==> src/rtl/flcmd_pkg.sv <==
package flcmd_pkg;

   typedef enum logic [3:0] {
      ST_IDLE,
      ST_UNL1,
      ST_UNL2,
      ST_PGM,
      ST_ERS,
      ST_EUNL1,
      ST_EUNL2,
      ST_CODE,
      ST_FAST,
      ST_FPGM,
      ST_FEXIT
   } dec_state_t;

   typedef enum logic [1:0] {
      RD_ARRAY  = 2'd0,
      RD_CODE   = 2'd1,
      RD_STATUS = 2'd2
   } rd_src_t;

   localparam int NCMD  = 10;
   localparam int K_AA  = 0;
   localparam int K_55  = 1;
   localparam int K_A0  = 2;
   localparam int K_80  = 3;
   localparam int K_90  = 4;
   localparam int K_20  = 5;
   localparam int K_10  = 6;
   localparam int K_30  = 7;
   localparam int K_F0  = 8;
   localparam int K_00  = 9;

   function automatic logic [7:0] cmd_code(input int k);
      case (k)
         K_AA:    return 8'hAA;
         K_55:    return 8'h55;
         K_A0:    return 8'hA0;
         K_80:    return 8'h80;
         K_90:    return 8'h90;
         K_20:    return 8'h20;
         K_10:    return 8'h10;
         K_30:    return 8'h30;
         K_F0:    return 8'hF0;
         default: return 8'h00;
      endcase
   endfunction

endpackage

==> src/rtl/flcmd_strobe.sv <==
module flcmd_strobe #(
   parameter bit ON_RISE = 1'b1
) (
   input  logic clk,
   input  logic rst_n,
   input  logic ce_n,
   input  logic we_n,
   output logic evt
);

   logic we_q;

   always_ff @(posedge clk) begin
      if (!rst_n) we_q <= 1'b1;
      else        we_q <= we_n;
   end

   generate
      if (ON_RISE) begin : g_rise
         assign evt = ~ce_n & we_n & ~we_q;
      end else begin : g_fall
         assign evt = ~ce_n & ~we_n & we_q;
      end
   endgenerate

endmodule

==> src/rtl/flcmd_match.sv <==
module flcmd_match
   import flcmd_pkg::*;
#(
   parameter int ADDR_W = 19,
   parameter int CMP_W  = 11
) (
   input  logic [ADDR_W-1:0] addr,
   input  logic [7:0]        cbyte,
   output logic [NCMD-1:0]   hit,
   output logic              at_555,
   output logic              at_2aa
);

   localparam logic [CMP_W-1:0] UNL_A1 = CMP_W'(11'h555);
   localparam logic [CMP_W-1:0] UNL_A2 = CMP_W'(11'h2AA);

   generate
      if (CMP_W < 11) begin : g_bad_cmp
         $error("CMP_W must cover the unlock addresses");
      end
      if (ADDR_W < CMP_W) begin : g_bad_addr
         $error("ADDR_W must be at least CMP_W");
      end
      for (genvar k = 0; k < NCMD; k++) begin : g_hit
         assign hit[k] = (cbyte == cmd_code(k));
      end
   endgenerate

   assign at_555 = (addr[CMP_W-1:0] == UNL_A1);
   assign at_2aa = (addr[CMP_W-1:0] == UNL_A2);

endmodule

==> src/rtl/flcmd_fsm.sv <==
module flcmd_fsm
   import flcmd_pkg::*;
#(
   parameter int ADDR_W = 19,
   parameter int DATA_W = 16,
   parameter int SECT_W = 4
) (
   input  logic              clk,
   input  logic              rst_n,
   input  logic              go,
   input  logic [NCMD-1:0]   hit,
   input  logic              at_555,
   input  logic              at_2aa,
   input  logic [ADDR_W-1:0] addr,
   input  logic [DATA_W-1:0] wdata,
   output logic              pgm_start,
   output logic [ADDR_W-1:0] pgm_addr,
   output logic [DATA_W-1:0] pgm_data,
   output logic              erase_start,
   output logic              erase_all,
   output logic [SECT_W-1:0] erase_sector,
   output logic              fast_mode,
   output logic              code_mode
);

   dec_state_t state, nxt;
   logic       launch_p, launch_e, launch_all;

   always_comb begin
      nxt        = state;
      launch_p   = 1'b0;
      launch_e   = 1'b0;
      launch_all = 1'b0;
      if (go) begin
         case (state)
            ST_IDLE:  nxt = (hit[K_AA] && at_555) ? ST_UNL1 : ST_IDLE;
            ST_UNL1:  nxt = (hit[K_55] && at_2aa) ? ST_UNL2 : ST_IDLE;
            ST_UNL2: begin
               nxt = ST_IDLE;
               if (at_555) begin
                  if (hit[K_A0])      nxt = ST_PGM;
                  else if (hit[K_80]) nxt = ST_ERS;
                  else if (hit[K_90]) nxt = ST_CODE;
                  else if (hit[K_20]) nxt = ST_FAST;
               end
            end
            ST_PGM: begin
               launch_p = 1'b1;
               nxt      = ST_IDLE;
            end
            ST_ERS:   nxt = (hit[K_AA] && at_555) ? ST_EUNL1 : ST_IDLE;
            ST_EUNL1: nxt = (hit[K_55] && at_2aa) ? ST_EUNL2 : ST_IDLE;
            ST_EUNL2: begin
               nxt = ST_IDLE;
               if (hit[K_10] && at_555) begin
                  launch_e   = 1'b1;
                  launch_all = 1'b1;
               end else if (hit[K_30]) begin
                  launch_e   = 1'b1;
               end
            end
            ST_CODE:  nxt = hit[K_F0] ? ST_IDLE : ST_CODE;
            ST_FAST: begin
               if (hit[K_A0])      nxt = ST_FPGM;
               else if (hit[K_90]) nxt = ST_FEXIT;
            end
            ST_FPGM: begin
               launch_p = 1'b1;
               nxt      = ST_FAST;
            end
            ST_FEXIT: nxt = hit[K_00] ? ST_IDLE : ST_FAST;
            default:  nxt = ST_IDLE;
         endcase
      end
   end

   always_ff @(posedge clk) begin
      if (!rst_n) begin
         state        <= ST_IDLE;
         pgm_start    <= 1'b0;
         pgm_addr     <= '0;
         pgm_data     <= '0;
         erase_start  <= 1'b0;
         erase_all    <= 1'b0;
         erase_sector <= '0;
      end else begin
         state       <= nxt;
         pgm_start   <= launch_p;
         erase_start <= launch_e;
         if (launch_p) begin
            pgm_addr <= addr;
            pgm_data <= wdata;
         end
         if (launch_e) begin
            erase_all    <= launch_all;
            erase_sector <= addr[ADDR_W-1 -: SECT_W];
         end
      end
   end

   assign fast_mode = (state == ST_FAST) || (state == ST_FPGM) || (state == ST_FEXIT);
   assign code_mode = (state == ST_CODE);

endmodule

==> src/rtl/flash_cmd_decoder.sv <==
module flash_cmd_decoder
   import flcmd_pkg::*;
#(
   parameter int ADDR_W  = 19,
   parameter int DATA_W  = 16,
   parameter int SECT_W  = 4,
   parameter int CMP_W   = 11,
   parameter bit ON_RISE = 1'b1
) (
   input  logic              clk,
   input  logic              rst_n,
   input  logic              ce_n,
   input  logic              we_n,
   input  logic [ADDR_W-1:0] addr,
   input  logic [DATA_W-1:0] wdata,
   input  logic              busy,
   output logic              pgm_start,
   output logic [ADDR_W-1:0] pgm_addr,
   output logic [DATA_W-1:0] pgm_data,
   output logic              erase_start,
   output logic              erase_all,
   output logic [SECT_W-1:0] erase_sector,
   output logic [1:0]        rd_src,
   output logic              fast_mode
);

   localparam int CMD_W = 8;

   generate
      if (DATA_W < CMD_W) begin : g_bad_data
         $error("DATA_W must hold a command byte");
      end
      if (SECT_W < 1 || SECT_W > ADDR_W) begin : g_bad_sect
         $error("SECT_W must lie within ADDR_W");
      end
   endgenerate

   logic            evt;
   logic [NCMD-1:0] hit;
   logic            at_555, at_2aa, code_mode;

   flcmd_strobe #(.ON_RISE(ON_RISE)) strobe_i (
      .clk   (clk),
      .rst_n (rst_n),
      .ce_n  (ce_n),
      .we_n  (we_n),
      .evt   (evt)
   );

   flcmd_match #(.ADDR_W(ADDR_W), .CMP_W(CMP_W)) match_i (
      .addr   (addr),
      .cbyte  (wdata[CMD_W-1:0]),
      .hit    (hit),
      .at_555 (at_555),
      .at_2aa (at_2aa)
   );

   flcmd_fsm #(.ADDR_W(ADDR_W), .DATA_W(DATA_W), .SECT_W(SECT_W)) fsm_i (
      .clk          (clk),
      .rst_n        (rst_n),
      .go           (evt & ~busy),
      .hit          (hit),
      .at_555       (at_555),
      .at_2aa       (at_2aa),
      .addr         (addr),
      .wdata        (wdata),
      .pgm_start    (pgm_start),
      .pgm_addr     (pgm_addr),
      .pgm_data     (pgm_data),
      .erase_start  (erase_start),
      .erase_all    (erase_all),
      .erase_sector (erase_sector),
      .fast_mode    (fast_mode),
      .code_mode    (code_mode)
   );

   always_comb begin
      if (busy)           rd_src = RD_STATUS;
      else if (code_mode) rd_src = RD_CODE;
      else                rd_src = RD_ARRAY;
   end

endmodule

==> config.mk <==
export PLATFORM = sky130hd
export DESIGN_NAME = flash_cmd_decoder
export DESIGN_NICKNAME = d
export VERILOG_FILES = /design/src/rtl/flcmd_pkg.sv /design/src/rtl/flcmd_strobe.sv /design/src/rtl/flcmd_match.sv /design/src/rtl/flcmd_fsm.sv /design/src/rtl/flash_cmd_decoder.sv
export SDC_FILE = /design/constraint.sdc
export NUM_CORES = 1
export LEC_CHECK = 0
export ABC_AREA = 1
export CORE_ASPECT_RATIO = 1.75
export CORE_MARGIN = 2
export CORE_UTILIZATION = 30
export CTS_BUF_LIST = sky130_fd_sc_hd__clkbuf_4 sky130_fd_sc_hd__clkbuf_8
export CTS_CLUSTER_DIAMETER = 150
export DETAILED_ROUTE_END_ITERATION = 8
export DONT_BUFFER_PORTS = 1
export SYNTH_ARGS = -nofsm -noshare
export SYNTH_HDL_FRONTEND = slang
export SYNTH_SLANG_ARGS = --single-unit
==> constraint.sdc <==
create_clock -name clk -period 2.6 [get_ports clk]
set_input_delay 0.13 -clock clk [delete_from_list [all_inputs] [get_ports clk]]
set_output_delay 0.13 -clock clk [all_outputs]
set_load 0.01 [all_outputs]
==> impl_metrics.ini, run 1 <==
[power_and_ir_drop]
p_sw_share_pct = 23.1
powerDensity_nw_per_um2 = 477
seq_power_share_pct = 57.9
total_power_mw = 1.24
p_comb_share_pct = 7.7
p_int_mw = 0.956
p_leak_nw = 1.08
switching_power_mw = 0.287
ir_drop_mv = 0.166
clkPwrFrac_pct = 34.3

[layout]
n_fill_cell = 733
area_delta_synth_final_pct = 23.0
instances_no_fill = 432
num_antenna_cells = 0
drive_gt1_share_pct = 6.90
fin_nets = 387
stdcell_area_um2 = 2610

[synth]
syn_inst = 315
synthXorXnorAreaFrac_pct = 0
synth_top_family_by_area = simple AND/OR/NAND/NOR gates
syn_area_um2 = 2120
synth_cell_type_count = 22
synth-seq-cells = 47
syn_nets = 355
ys.warnings.count = 0
avgSynthCellArea_um2 = 6.73
yosysSeqAreaShare_pct = 44.4
synth_fa_ha_area_share_pct = 0
synth-simple-area-share_pct = 29.4
muxShareOfSynthArea_pct = 0
synth_compound_area_share_pct = 16.2

[place]
port_buffers = 0
gp_congestion = 0.928
hpwl_um = 4210
dpl_cell_area_um2 = 2150
place_inst = 388

[routing]
ant_nets = 0
drc_errors = 0
wirelength_um = 5860
routedWlPerCell_um = 13.6
drt-pass1-iter-count = 5
via_per_inst = 4.79
vias = 2071
drtIter0Drc = 72

[timing]
fmax_mhz = 595
max-slew-margin-rel_pct = 74.5
min_period_over_period_pct = 64.7
slew_violations = 0
final.min_clock_period_ns = 1.68
setup_viol = 0
fin_setup_tns_ns = 0
finClkSkew_ns = 0.00254
holdWs_ns = 0.0233
worstMarginPinSlew_ns = 0.382
rsz0062_at_grt = false
hold_violations = 0

[cts]
clock_path_buffers = 2
htreeDepth = 2
cts.repair.resized = 0
cts_tree = yes
clock-sinks = 47
clock-root-buffer = clkbuf_8
cts.reportedPaths.clkPinSlew_ns = 0.08
insertion_delay_ns = 0.30
post_cts_buffers = 0
numCtsBuffers = 5

[worst_setup_path]
cp.arrival_ns = 1.89
critPathLaunchType = primary input
crit_path_start = addr[5]
cp_slowest_cell = dlygate4sd3_1
cpLargestDelayFamily = simple AND/OR/NAND/NOR gates
crit_chain = dlygate4sd3_1 -> inv_1 -> nand2_1 -> nor2_1 -> nand3_1 -> nor2_1 -> nand3_1 -> nand2_2 -> nand2_1 -> nand2_1 -> nor2_1
endpoint_kind = flop
crit_type = primary input to flop
r2r-start = fsm_i.state[1]
timing.critical_path.buf_inv = 2
slowest_delay_ns = 0.53
required_ns = 2.81
crit_fanout = 8

[die]
die_h_um = 115
die-area_um2 = 7780
fp.dieW_um = 67.5
initial_core_util_pct = 30.9
rows = 40
core_um2 = 6860
io_pins = 85

[grt]
grt_pass1_wl_um = 9380
grt_max_degree = 53
track_usage_pct = 16.1
first_global_vias = 1957
grt_overflow = 0
antenna_found_initial = 0

[hold_path]
hold_path.startpoint = wdata[6]
hp-class = primary input to flop

[status]
status = finished, final reports clean

[flow_run]
cap_violations = 0
registers in the layout, indices dropped and copies added, names as in the netlist:
name	cells
fsm_i.pgm_data	16
fsm_i.erase_start	1
fsm_i.erase_all	1
fsm_i.state	4
fsm_i.erase_sector	4
fsm_i.pgm_start	1
fsm_i.pgm_addr	19
strobe_i.we_q	1
per-stage QoR:
stage | setup slack [ns] | utilization (%)
after detailed placement | 0.959 | 31.4
after CTS | 0.930 | 38.0
final | 0.919 | 38.0
after global routing | 0.737 | 38.0
after global placement | 0.993 | 31.4
after floorplan | 1.34 | -
worst reg2reg max path: stages, from the launching register on:
cell and delay (ns):
dfxtp_1 0.43, nand2_2 0.12, o22ai_1 0.18, nand2_1 0.26, inv_6 0.38, o21ai_1 0.12, a21oi_1 0.11
synth_stat cells (all sizes together):
library cell  instances  area share [%]
nor2                 82              15
nor3                  3            0.71
o22ai                 1            0.30
o21ai                41             9.9
a21oi                24             5.7
clkbuf                5            0.89
dfxtp                47              44
buf                   7             2.9
nand2                56              10
inv                  34             6.3
nand4                 4             1.2
o21a                  1            0.35
nand3                10             2.6
cell usage in the layout (no fill, tap or decap), drive strengths merged, types with 3 or more instances in the layout:
master | Yosys | routed
nor2 | 82 | 82
nand2 | 56 | 56
dfxtp | 47 | 47
o21ai | 41 | 41
dlygate4sd3 | 0 | 35
inv | 34 | 34
a21oi | 24 | 24
nand3 | 10 | 10
clkbuf | 5 | 5
nand4 | 4 | 4
nor3 | 3 | 3
clkinv | 0 | 3
logic make-up (layout without fill, tap and decap cells):
logic type,after synthesis,in the layout
AOI/OAI and AO/OA,67,67
buffers and inverters,46,79
DFF,47,47
and+or+nand+nor,155,155
path summary, 6_finish.rpt:
kind	endpoint	depth (start not counted)	slack, ns
worst max-delay path	fsm_i.erase_sector[2]	11	0.92
worst min-delay path	fsm_i.pgm_data[6]	2	0.02
worst max register to register	fsm_i.pgm_data[3]	6	0.94
worst min register to register	fsm_i.state[3]	2	0.48
power by group through the flow:
stage	clock network (mW)	registers, mW	logic, mW
3_3_place_gp	0	0.737	0.0421
5_1_grt	0.482	0.720	0.107
4_1_cts	0.451	0.720	0.0967
3_5_place_dp	0	0.737	0.0421
2_1_floorplan	0	0.737	0.0417
6_report	0.427	0.720	0.0963
final cells by class:
| type | instances | area (µm²) | share of cell area, % |
|---|---|---|---|
| flip-flops and latches | 47 | 941 | 36.1 |
| well taps | 84 | 105 | 4.03 |
| repair buffers | 37 | 378 | 14.5 |
| multi-input cells | 222 | 966 | 37.1 |
| clock buffers | 5 | 68.8 | 2.64 |
| clock inverters | 3 | 15.0 | 0.576 |
| inverters | 34 | 133 | 5.09 |
routing by layer:
layer	vias to the layer above	global-route usage, %	wire [µm]
met5	-	0	0
met4	0	9.12	199
met2	69	28.6	3140
li1	1063	-	-
met3	12	4.60	398
met1	927	16.1	2120
what timing repair did:
item	4_1_cts	5_1_grt
hold buffers	36	0
setup endpoints to repair	0	0
hold endpoints to repair	40	0
No activity file was read; power rests on OpenSTA's default activity.
==> inputs of run 2 (changes only) <==
ABC_AREA = 0   (was 1)
clock period = 1.69 ns   (was 2.6 ns; I/O delays follow)
==> impl_metrics.ini, run 2 <==
[cts]
insertion_delay_ns = 0.30
htreeDepth = 2
cts_tree = yes
clock-root-buffer = clkbuf_8
cts.reportedPaths.clkPinSlew_ns = 0.09
clock_path_buffers = 2
clock-sinks = 47
numCtsBuffers = 5

[routing]
vias = 2003
drt-pass1-iter-count = 4
wirelength_um = 6580
ant_nets = 0
drtIter0Drc = 58
via_per_inst = 5.16
routedWlPerCell_um = 17.0
drc_errors = 0

[hold_path]
hp-class = primary input to flop

[power_and_ir_drop]
powerDensity_nw_per_um2 = 756
ir_drop_mv = 0.444
clkPwrFrac_pct = 40.2
p_sw_share_pct = 20.8
total_power_mw = 2.07
p_comb_share_pct = 6.2
seq_power_share_pct = 53.6
switching_power_mw = 0.430
p_int_mw = 1.64
p_leak_nw = 0.916

[die]
initial_core_util_pct = 30.6
fp.dieW_um = 66.9
rows = 40
die-area_um2 = 7640
io_pins = 85
core_um2 = 6810
die_h_um = 114

[synth]
ys_async_sr_fraction_pct = 0
yosysSeqAreaShare_pct = 45.2
synth_fa_ha_area_share_pct = 0
syn_area_um2 = 2080
synth_compound_area_share_pct = 15.3
ys_top_cells_by_area = dfxtp_1, nand2_1, a21oi_1
synth_cell_type_count = 41
synth_most_common_cell = nand2_1
syn_inst = 260
avgSynthCellArea_um2 = 8.00
yosysTopAreaCellShare_pct = 45.2
syn_nets = 300
muxShareOfSynthArea_pct = 1.93
synth-seq-cells = 47
yosys.area.top_type = dfxtp_1
synthXorXnorAreaFrac_pct = 0.842
synth_common_cells = nand2_1, dfxtp_1, a21oi_1
ys.warnings.count = 0
ys.flop_type = dfxtp_1
synth_top_family_by_area = simple AND/OR/NAND/NOR gates
synth-edff-count = 0
synth-simple-area-share_pct = 32.1

[place]
place_inst = 342
place_ws_ns = -0.106
hpwl_um = 4690
port_buffers = 0
gp_congestion = 0.852
dpl_cell_area_um2 = 2250

[timing]
worstMarginPinSlew_ns = 0.465
slew_violations = 0
min_period_over_period_pct = 99.1
finClkSkew_ns = 0.00431
setup_viol = 0
fmax_mhz = 597
hold_violations = 0
max-slew-margin-rel_pct = 68.6
setup_slack_ns = 0.0156
final.min_clock_period_ns = 1.67
rsz0062_at_grt = true

[grt]
antenna_found_initial = 0
track_usage_pct = 18.1
grt_pass1_wl_um = 10300
grt_overflow = 0
grt_max_degree = 36
first_global_vias = 2048

[layout]
n_fill_cell = 732
fin_nets = 343
final_common_cell = nand2_1
largest_registers = fsm_i.pgm_addr (19), fsm_i.pgm_data (16)
instances_no_fill = 388
top_register = fsm_i.pgm_addr
area_delta_synth_final_pct = 31.5
largest_reg_flops = 19
layout_common_cells = nand2_1, dfxtp_1, a21oi_1, dlygate4sd3_1, buf_4
stdcell_area_um2 = 2740
drive_gt1_share_pct = 10.9

[worst_setup_path]
crit_fanout = 4
cp.arrival_ns = 1.87
required_ns = 1.88
crit_chain = or4b_4 -> nor4_4 -> buf_4 -> mux2i_1 -> nor2_1
cp_slowest_cell = or4b_4
endpoint_kind = flop
timing.critical_path.buf_inv = 1
crit_type = flop to flop
cpLargestDelayFamily = simple AND/OR/NAND/NOR gates
critPathLaunchType = flop
slowest_delay_ns = 0.53

[flow_run]
cap_violations = 0

[status]
status = finished, final reports clean
==> run 2: cell type report <==
type	count	area, µm²	share of cell area (%)
Multi-Input combinational cell	192	1050	38.5
Sequential cell	47	942	34.4
Timing Repair Buffer	55	518	18.9
Tap cell	84	105	3.84
Clock buffer	6	76.3	2.79
Clock inverter	1	30.0	1.10
Inverter	2	7.51	0.274
Antenna cell	1	2.50	0.0915
==> run 2: cell families after synthesis <==
logic type / Yosys count
compound gates: 55
xor+xnor: 2
buf+inv: 21
flops: 47
mux: 4
simple gates: 131
==> run 2: power by group through the flow <==
| stage | Clock [mW] | Sequential (mW) | Combinational (mW) |
|---|---|---|---|
| finish | 0.831 | 1.11 | 0.128 |
| global route | 0.895 | 1.11 | 0.136 |
| CTS | 0.855 | 1.11 | 0.128 |
| detailed placement | 0 | 1.13 | 0.0515 |
| global placement | 0 | 1.13 | 0.0517 |
| floorplan | 0 | 1.13 | 0.0478 |
==> run 2: timing repair <==
action,CTS,global route
setup buffers,1,0
pin swaps,0,2
endpoints found under the hold margin,45,0
resized for setup,0,1
hold buffers,37,0
setup endpoints to repair,2,4
==> run 2: final timing paths <==
check,to,startpoint,slack [ns],depth (start not counted)
worst max-delay path,fsm_i.erase_sector[3],strobe_i.we_q,0.02,5
worst min-delay path,fsm_i.erase_start,wdata[7],0.01,3
worst max register to register,fsm_i.erase_sector[3],strobe_i.we_q,0.02,5
worst min register to register,fsm_i.pgm_data[8],fsm_i.pgm_data[8],0.50,2
==> run 2: worst min-delay path: cells and delay by family <==
family           cells  cell delay (ns)
and+or+nand+nor      3             0.17
==> run 2: metrics by stage <==
step | setup TNS (ns) | util (%) | hold WS (ns)
floorplan | -0.257 | - | 0.158
global placement | -0.315 | 33.0 | 0.161
detailed placement | -0.389 | 33.0 | 0.163
CTS | 0 | 40.1 | 0.00383
global route | -0.200 | 40.1 | 0.00526
finish | 0 | 40.2 | 0.0138
==> run 2: routing by layer <==
metal / vias up / routed length (µm) / share of wire [%] / track usage, %
met5: - / 0 / 0 / 0
met4: 0 / 189 / 2.9 / 9.12
met3: 11 / 352 / 5.3 / 4.13
met2: 66 / 3630 / 55 / 32.4
met1: 938 / 2420 / 37 / 19.2
li1: 988 / - / - / -
==> inputs of run 3 (changes only) <==
CORE_ASPECT_RATIO = 0.75   (was 1.75)
CORE_UTILIZATION = 55   (was 30)
PLACE_DENSITY = 0.8   (was default)
==> impl_metrics.ini, run 3 (synthesis results as in run 2) <==
[die]
die-area_um2 = 4290
die_h_um = 57.3
core_um2 = 3640
rows = 19
fp.dieW_um = 75
io_pins = 85
initial_core_util_pct = 57.2

[layout]
area_delta_synth_final_pct = 27.6
largest_reg_flops = 19
layout_common_cells = nand2_1, dfxtp_1, a21oi_1, dlygate4sd3_1, buf_4
utilization_pct = 73.0
largest_registers = fsm_i.pgm_addr (19), fsm_i.pgm_data (16)
drive_gt1_share_pct = 10.6
fin_nets = 340
final_common_cell = nand2_1
top_register = fsm_i.pgm_addr
num_antenna_cells = 0
instances_no_fill = 353
stdcell_area_um2 = 2650

[power_and_ir_drop]
p_leak_nw = 0.893
ir_drop_mv = 0.750
total_power_mw = 1.92
powerDensity_nw_per_um2 = 722

[cts]
clock-root-buffer = clkbuf_8
cts_tree = yes
insertion_delay_ns = 0.30
numCtsBuffers = 5
cts.reportedPaths.clkPinSlew_ns = 0.10
clock_path_buffers = 2
clock-sinks = 47
htreeDepth = 2

[worst_setup_path]
cpLargestDelayFamily = simple AND/OR/NAND/NOR gates
critPathLaunchType = flop
r2r-start = strobe_i.we_q
slowest_delay_ns = 0.54
crit_fanout = 4
rr_endpoint = fsm_i.erase_sector[1]
worst-r2r-setup-slack_ns = 0.04
reg2reg_depth = 5
cp_slowest_cell = or4b_4
crit_type = flop to flop
endpoint_kind = flop
required_ns = 1.88
timing.critical_path.buf_inv = 1
crit_chain = or4b_4 -> nor4_4 -> buf_4 -> mux2i_1 -> nor2_1
cp.arrival_ns = 1.84

[flow_run]
cap_violations = 0

[timing]
final.min_clock_period_ns = 1.65
worstMarginPinSlew_ns = 0.486
setup_viol = 0
slew_violations = 0
finClkSkew_ns = 0.0136
holdWs_ns = 0.0799
setup_slack_ns = 0.0403
max-slew-margin-rel_pct = 67.1
min_period_over_period_pct = 97.6
fmax_mhz = 606
rsz0062_at_grt = true
fin_setup_tns_ns = 0
hold_violations = 0

[grt]
grt_overflow = 0
track_usage_pct = 27.7
first_global_vias = 1996
antenna_found_initial = 0
grt_pass1_wl_um = 9090
grt_max_degree = 45

[place]
place_ws_ns = -0.108
place_inst = 307
port_buffers = 0
dpl_cell_area_um2 = 2180
hpwl_um = 3590
gp_congestion = 0.939

[hold_path]
hp-class = primary input to flop
hold_end = fsm_i.state[3]
hold_depth = 3
hold_path.startpoint = wdata[4]

[routing]
ant_nets = 0
vias = 2020
routedWlPerCell_um = 16.0
wirelength_um = 5650
drc_errors = 0
via_per_inst = 5.72
drtIter0Drc = 192
drt-pass1-iter-count = 4

[status]
status = finished, final reports clean
## run 3: what timing repair did
item                                    in CTS  in global routing
hold buffers                                37                  0
setup buffers                                0                  1
gates resized for setup                      0                  2
endpoints found under the setup margin       0                  5
hold endpoints to repair                    45                  0
## run 3: area by class of cell
cell class              count  area (µm²)
clock buffers               6        76.3
clock inverters             2        12.5
fillers                   273         983
inverters                   2        7.51
multi-input cells         192        1050
flip-flops and latches     47         943
well taps                  52        65.1
repair buffers             52         495
## run 3: worst max-delay path by stage
stage	startpoint	endpoint	slack, ns	depth (start not counted)
after floorplan	wdata[0]	fsm_i.erase_sector[0]	-0.06	5
after global placement	wdata[0]	fsm_i.erase_sector[0]	-0.07	6
after detailed placement	wdata[0]	fsm_i.erase_sector[0]	-0.11	6
after CTS	strobe_i.we_q	fsm_i.erase_sector[3]	0.03	5
after global routing	strobe_i.we_q	fsm_i.erase_sector[2]	-0.02	5
final	strobe_i.we_q	fsm_i.erase_sector[1]	0.04	5
## run 3: routing by layer
layer | track usage, % | up-vias | wire length [µm]
met1 | 34.7 | 925 | 2360
met2 | 45.2 | 98 | 2650
met4 | 7.40 | 0 | 65
li1 | - | 988 | -
met5 | 0 | - | 0
met3 | 9.89 | 9 | 584
## run 3: tightest hold or removal path, cell delays in order
cell	delay (ns)
o41a_2	0.11
a21oi_1	0.03
o22ai_1	0.10
## run 3: report_power, final
part	internal, mW	total [mW]	leakage [nW]	switching (mW)
Combinational	0.0784	0.127	0.469	0.0481
Clock	0.306	0.681	0.0446	0.375
Sequential	1.11	1.11	0.379	0.000872
Total	1.49	1.92	0.893	0.424
